--- src/rtl/simd_exec_pkg.sv ---
package simd_exec_pkg;

  localparam logic [7:0] OPC_MIN_SW   = 8'hEA;
  localparam logic [7:0] OPC_MIN_UB   = 8'hDA;
  localparam logic [7:0] OPC_SIGNMASK = 8'hD7;
  localparam logic [7:0] OPC_MULH_RND = 8'hB7;
  localparam logic [7:0] OPC_MULH_U   = 8'hE4;
  localparam logic [7:0] OPC_MULH_S   = 8'hE5;
  localparam logic [7:0] OPC_MUL_LO   = 8'hD5;
  localparam logic [7:0] OPC_OR       = 8'hEB;

  typedef enum logic [2:0] {
    K_MIN_SW,
    K_MIN_UB,
    K_SIGNMASK,
    K_MULH_RND,
    K_MULH_U,
    K_MULH_S,
    K_MUL_LO,
    K_OR
  } kind_e;

  typedef struct packed {
    logic  ok;
    kind_e kind;
  } dec_t;

  function automatic dec_t decode_opc(input logic [7:0] opc);
    dec_t d;
    d.ok   = 1'b1;
    d.kind = K_OR;
    unique case (opc)
      OPC_MIN_SW:   d.kind = K_MIN_SW;
      OPC_MIN_UB:   d.kind = K_MIN_UB;
      OPC_SIGNMASK: d.kind = K_SIGNMASK;
      OPC_MULH_RND: d.kind = K_MULH_RND;
      OPC_MULH_U:   d.kind = K_MULH_U;
      OPC_MULH_S:   d.kind = K_MULH_S;
      OPC_MUL_LO:   d.kind = K_MUL_LO;
      OPC_OR:       d.kind = K_OR;
      default:      d.ok   = 1'b0;
    endcase
    return d;
  endfunction

  function automatic logic is_mul(input kind_e k);
    return (k == K_MULH_RND) || (k == K_MULH_U) ||
           (k == K_MULH_S)   || (k == K_MUL_LO);
  endfunction

endpackage

--- src/rtl/simd_op_decode.sv ---
module simd_op_decode
  import simd_exec_pkg::*;
#(
  parameter int OPC_W = 8
) (
  input  logic [OPC_W-1:0] opc,
  output logic             ok,
  output kind_e            kind
);

  dec_t d;

  always_comb begin
    d    = decode_opc(opc[7:0]);
    ok   = d.ok;
    kind = d.kind;
  end

endmodule

--- src/rtl/simd_front.sv ---
module simd_front
  import simd_exec_pkg::*;
#(
  parameter int DATA_W = 64,
  parameter int WORD_W = 16,
  parameter int BYTE_W = 8,
  localparam int WLANES = DATA_W / WORD_W,
  localparam int BLANES = DATA_W / BYTE_W,
  localparam int PROD_W = 2 * WORD_W
) (
  input  kind_e                    kind,
  input  logic [DATA_W-1:0]        a,
  input  logic [DATA_W-1:0]        b,
  output logic [DATA_W-1:0]        direct,
  output logic [WLANES*PROD_W-1:0] prods
);

  logic [DATA_W-1:0] min_w;
  logic [DATA_W-1:0] min_b;
  logic [BLANES-1:0] msb_gather;
  logic              sx;

  assign sx = (kind != K_MULH_U);

  for (genvar i = 0; i < WLANES; i++) begin : g_word
    logic        [WORD_W-1:0] wa;
    logic        [WORD_W-1:0] wb;
    logic signed [WORD_W:0]   xa;
    logic signed [WORD_W:0]   xb;
    logic signed [2*WORD_W+1:0] full;

    assign wa   = a[i*WORD_W +: WORD_W];
    assign wb   = b[i*WORD_W +: WORD_W];
    assign xa   = {sx & wa[WORD_W-1], wa};
    assign xb   = {sx & wb[WORD_W-1], wb};
    assign full = xa * xb;
    assign prods[i*PROD_W +: PROD_W] = full[PROD_W-1:0];
    assign min_w[i*WORD_W +: WORD_W] =
      ($signed(wa) < $signed(wb)) ? wa : wb;
  end

  for (genvar j = 0; j < BLANES; j++) begin : g_byte
    logic [BYTE_W-1:0] ba;
    logic [BYTE_W-1:0] bb;

    assign ba = a[j*BYTE_W +: BYTE_W];
    assign bb = b[j*BYTE_W +: BYTE_W];
    assign min_b[j*BYTE_W +: BYTE_W] = (ba < bb) ? ba : bb;
    assign msb_gather[j] = bb[BYTE_W-1];
  end

  always_comb begin
    unique case (kind)
      K_MIN_SW:   direct = min_w;
      K_MIN_UB:   direct = min_b;
      K_SIGNMASK: direct = {{(DATA_W-BLANES){1'b0}}, msb_gather};
      K_OR:       direct = a | b;
      default:    direct = '0;
    endcase
  end

endmodule

--- src/rtl/simd_back.sv ---
module simd_back
  import simd_exec_pkg::*;
#(
  parameter int DATA_W = 64,
  parameter int WORD_W = 16,
  localparam int WLANES = DATA_W / WORD_W,
  localparam int PROD_W = 2 * WORD_W
) (
  input  kind_e                    kind,
  input  logic [DATA_W-1:0]        direct,
  input  logic [WLANES*PROD_W-1:0] prods,
  output logic [DATA_W-1:0]        result
);

  localparam logic [PROD_W-1:0] RND_ADD = PROD_W'(1) << (WORD_W - 2);

  for (genvar i = 0; i < WLANES; i++) begin : g_lane
    logic [PROD_W-1:0] p;
    logic [PROD_W-1:0] pr;
    logic [WORD_W-1:0] lane;

    assign p  = prods[i*PROD_W +: PROD_W];
    assign pr = p + RND_ADD;

    always_comb begin
      unique case (kind)
        K_MULH_RND:         lane = pr[PROD_W-2 -: WORD_W];
        K_MULH_U, K_MULH_S: lane = p[PROD_W-1 -: WORD_W];
        K_MUL_LO:           lane = p[WORD_W-1:0];
        default:            lane = direct[i*WORD_W +: WORD_W];
      endcase
    end

    assign result[i*WORD_W +: WORD_W] = lane;
  end

endmodule

--- src/rtl/simd_exec_unit.sv ---
module simd_exec_unit
  import simd_exec_pkg::*;
#(
  parameter int DATA_W = 64,
  parameter int OPC_W  = 8,
  parameter int WORD_W = 16,
  parameter int BYTE_W = 8
) (
  input  logic              clk,
  input  logic              rst_n,
  input  logic              in_valid,
  output logic              in_ready,
  input  logic [OPC_W-1:0]  in_opc,
  input  logic [DATA_W-1:0] in_a,
  input  logic [DATA_W-1:0] in_b,
  output logic              out_valid,
  input  logic              out_ready,
  output logic [DATA_W-1:0] out_data
);

  localparam int WLANES = DATA_W / WORD_W;
  localparam int PROD_W = 2 * WORD_W;

  logic                     adv;
  logic                     dec_ok;
  kind_e                    dec_kind;
  logic [DATA_W-1:0]        f_direct;
  logic [WLANES*PROD_W-1:0] f_prods;

  logic                     s1_valid;
  kind_e                    s1_kind;
  logic [DATA_W-1:0]        s1_direct;
  logic [WLANES*PROD_W-1:0] s1_prods;
  logic [DATA_W-1:0]        b_result;

  logic                     o_valid;
  logic [DATA_W-1:0]        o_data;

  // one enable moves every stage together, so order is fixed by construction
  assign adv      = !(o_valid && !out_ready);
  assign in_ready = adv;

  simd_op_decode #(.OPC_W(OPC_W)) u_dec (
    .opc  (in_opc),
    .ok   (dec_ok),
    .kind (dec_kind)
  );

  simd_front #(
    .DATA_W (DATA_W),
    .WORD_W (WORD_W),
    .BYTE_W (BYTE_W)
  ) u_front (
    .kind   (dec_kind),
    .a      (in_a),
    .b      (in_b),
    .direct (f_direct),
    .prods  (f_prods)
  );

  // stage 1: lane-wise min / or / mask results and raw products
  always_ff @(posedge clk or negedge rst_n) begin
    if (!rst_n) begin
      s1_valid <= 1'b0;
      s1_kind  <= K_OR;
    end else if (adv) begin
      s1_valid <= in_valid && dec_ok;
      s1_kind  <= dec_kind;
    end
  end

  always_ff @(posedge clk) begin
    if (adv && in_valid && dec_ok) begin
      s1_direct <= f_direct;
      s1_prods  <= is_mul(dec_kind) ? f_prods : '0;
    end
  end

  simd_back #(
    .DATA_W (DATA_W),
    .WORD_W (WORD_W)
  ) u_back (
    .kind   (s1_kind),
    .direct (s1_direct),
    .prods  (s1_prods),
    .result (b_result)
  );

  // stage 2: product slicing and rounding, output register
  always_ff @(posedge clk or negedge rst_n) begin
    if (!rst_n) begin
      o_valid <= 1'b0;
    end else if (adv) begin
      o_valid <= s1_valid;
    end
  end

  always_ff @(posedge clk) begin
    if (adv && s1_valid) begin
      o_data <= b_result;
    end
  end

  assign out_valid = o_valid;
  assign out_data  = o_data;

endmodule

--- config.mk ---
export PLATFORM = sky130hd
export DESIGN_NAME = simd_exec_unit
export DESIGN_NICKNAME = d
export VERILOG_FILES = /design/src/rtl/simd_exec_pkg.sv /design/src/rtl/simd_op_decode.sv /design/src/rtl/simd_front.sv /design/src/rtl/simd_back.sv /design/src/rtl/simd_exec_unit.sv
export SDC_FILE = /design/constraint.sdc
export NUM_CORES = 2
export LEC_CHECK = 0
export CAP_MARGIN = 25
export CORE_MARGIN = 2
export CORE_UTILIZATION = 40
export DETAILED_ROUTE_END_ITERATION = 16
export DONT_BUFFER_PORTS = 1
export REMOVE_ABC_BUFFERS = 1
export SKIP_CTS_REPAIR_TIMING = 1
export SYNTH_ARGS = -nofsm -noshare
export SYNTH_HDL_FRONTEND = slang
export SYNTH_SLANG_ARGS = --single-unit
--- constraint.sdc ---
create_clock -name clk -period 19.65 [get_ports clk]
set_clock_uncertainty 0.05 [all_clocks]
set_input_delay 0.9825 -clock clk [delete_from_list [all_inputs] [get_ports clk]]
set_output_delay 0.9825 -clock clk [all_outputs]
set_load 0.05 [all_outputs]
==> results.cfg <==
[floorplanning]
rows = 140
fp.coreArea_sq_um = 145000
dieArea_sq_um = 149000
die_h_um = 386
pin_count = 206
fp.dieW_um = 386
initial_core_util = 0.402

[setup_path]
cp_max_fo = 14
crit_required_ps = 19920
end_kind = flop
cp_common_cell = fa_1
crit_slowest_cell = a21oi_1
max_stage_delay_ps = 840
worst-r2r-setup-slack_ps = 15140
cp.arrival_ps = 8930
startpoint_type = input port
critPathKind = input port to flop

[route]
wl_per_cell_um = 21.6
vias = 43618
firstDrtPassIters = 6
drc = 0
viasPerCell = 5.35
drtAntennaViolNets = 0
wirelength_um = 176000
drtIter0Drc = 3670

[clock_network]
cts_tree = built
clk_latency_ps = 580
cts_made_buffers = 25
clk_pin_slew_worst_paths_ps = 80
cts_buffer_depth = 3
cts_root_buffer = clkbuf_16
cts_sinks = 261
htree_levels = 1

[sta]
finalCritPeriodShare = 0.441
hold_slack_ps = 57.2
max_slew_margin = 0.297
rsz0062_at_grt = false
layout_setup_ws_ps = 10990
drv_slew = 0
fmax_mhz = 116
hold_violations = 0
period_minus_slack_ps = 8660
tns_ps = 0
tightestPinTransition_ps = 1050
setup_viol = 0

[status]
run_status = completed

[global_routing]
grt_pass1_wl_um = 272000
grt_overflow = 0
antenna_found_initial = 10
grt_max_degree = 85
grtUsageTotal = 0.239
first_global_vias = 46131

[final_layout]
layout_commonest_cell = inv_1
n_fill_cell = 14422
layout.cells.most_common_list = 1,353 x inv_1, 1,128 x fa_1, 651 x nand2_1, 629 x nor2_1, 516 x ha_1
drive_gt1_frac = 0.0204
ff_latch_area_sq_um = 7820
final_util = 0.420
syn2layout_area_growth_pct = 4.42
nets = 7998
multiInputGateArea_sq_um = 44400

[synth]
synth_edf_count = 256
ys_seq_area_frac = 0.134
ys_ff_latch = 261
synth.area.top_cells = fa_1 39%, edfxtp_1 13%, ha_1 11%, inv_1 8.7%, nand2_1 4.2%
ys_warn_count = 0
ys.flop_type = edfxtp_1
synth_cell_types = 83
async_flop_share = 0.0192
synth.avg_cell_area_sq_um = 9.08
synthCells = 6437
yosysTopAreaCellShare = 0.386
yosysTopAreaCell = fa_1
syn_area_sq_um = 58400

[run]
drv_cap = 0

[placement]
dp_hpwl_um = 138000
dpl_worst_slack_ps = 10170
io_buffers = 0
place.gp.congestion = 0.928

[hold_path]
hold_path.class = input port to asynchronous set/reset pin
## logic make-up after synthesis
family / share of synthesized area
flip-flops: 0.134
XOR/XNOR: 0.0283
AND/OR/NAND/NOR: 0.135
adder cells (fa/ha/maj): 0.497
buffers and inverters: 0.108
multiplexers: 0.0165
AO/OA/AOI/OAI: 0.0811
## layout make-up
type / instances / share of cell area
clock buffer: 27 / 0.0105
inverter: 1391 / 0.0856
timing repair buffer: 32 / 0.00394
sequential: 261 / 0.128
antenna: 5 / 0.000205
clock inverter: 19 / 0.00470
multi-input combinational: 4503 / 0.727
tap: 1917 / 0.0393
## metal layers
layer | vias up | part of all wire | track usage
met5 | - | 0.00020 | 0
met4 | 6 | 0.029 | 0.0584
met3 | 268 | 0.083 | 0.0495
met2 | 1603 | 0.47 | 0.393
met1 | 22393 | 0.42 | 0.323
li1 | 19348 | - | -
## synthesized netlist by cell type (8+ instances only)
cell type	n
ha_1	516
a21o_1	40
edfxtp_1	256
a221oi_1	14
nand3_1	67
o21ai_0	143
nor2_1	632
nand2b_1	17
inv_1	1353
o21bai_1	15
fa_1	1128
o211ai_1	34
nor4_1	8
buf_2	10
buf_1	26
clkbuf_1	243
or2_2	8
o22a_1	35
and3_1	34
nor3b_1	11
o21a_1	31
xnor2_1	118
nor3_1	101
nand4_1	10
nand2_1	652
and2_1	148
or3_1	13
xor2_1	71
a21oi_1	345
nor2b_1	87
a31oi_1	9
a2bb2oi_1	10
mux2i_1	95
a211oi_1	14
clkinv_1	33
## worst max-delay path: cells and delay by family
kind                     cells  cell delay (ps)
adder cells (fa/ha/maj)      7             3320
AO/OA/AOI/OAI                6             1730
buffers and inverters        4              830
AND/OR/NAND/NOR              7             1860
XOR/XNOR                     1              180
## registers in the layout, indices dropped and copies added (netlist names)
name / count
s1_direct: 64
out_valid: 1
s1_prods: 128
s1_valid: 1
out_data: 64
s1_kind: 3
## final timing paths
check / from / to / depth (start not counted)
min in group clk: s1_valid / out_valid / 1
min: rst_n / out_valid / 0
max: in_opc[5] / s1_prods[95] / 25
max reg2reg: out_valid / s1_prods[42] / 7
min reg2reg: s1_valid / out_valid / 1
max in group asynchronous: rst_n / s1_kind[2] / 0
## stage by stage
| stage | std cells | instance area (sq um) |
|---|---|---|
| after detailed placement | 8102 | 60100 |
| after global placement | 8102 | 60100 |
| after floorplan | 6155 | 57300 |
| after CTS | 8148 | 61000 |
| after global routing | 8150 | 61000 |
| final | 8155 | 61000 |
Power is left out: the tool's default activity adds up to more than one toggle a clock period on the data nets, which glitch-free logic cannot reach.
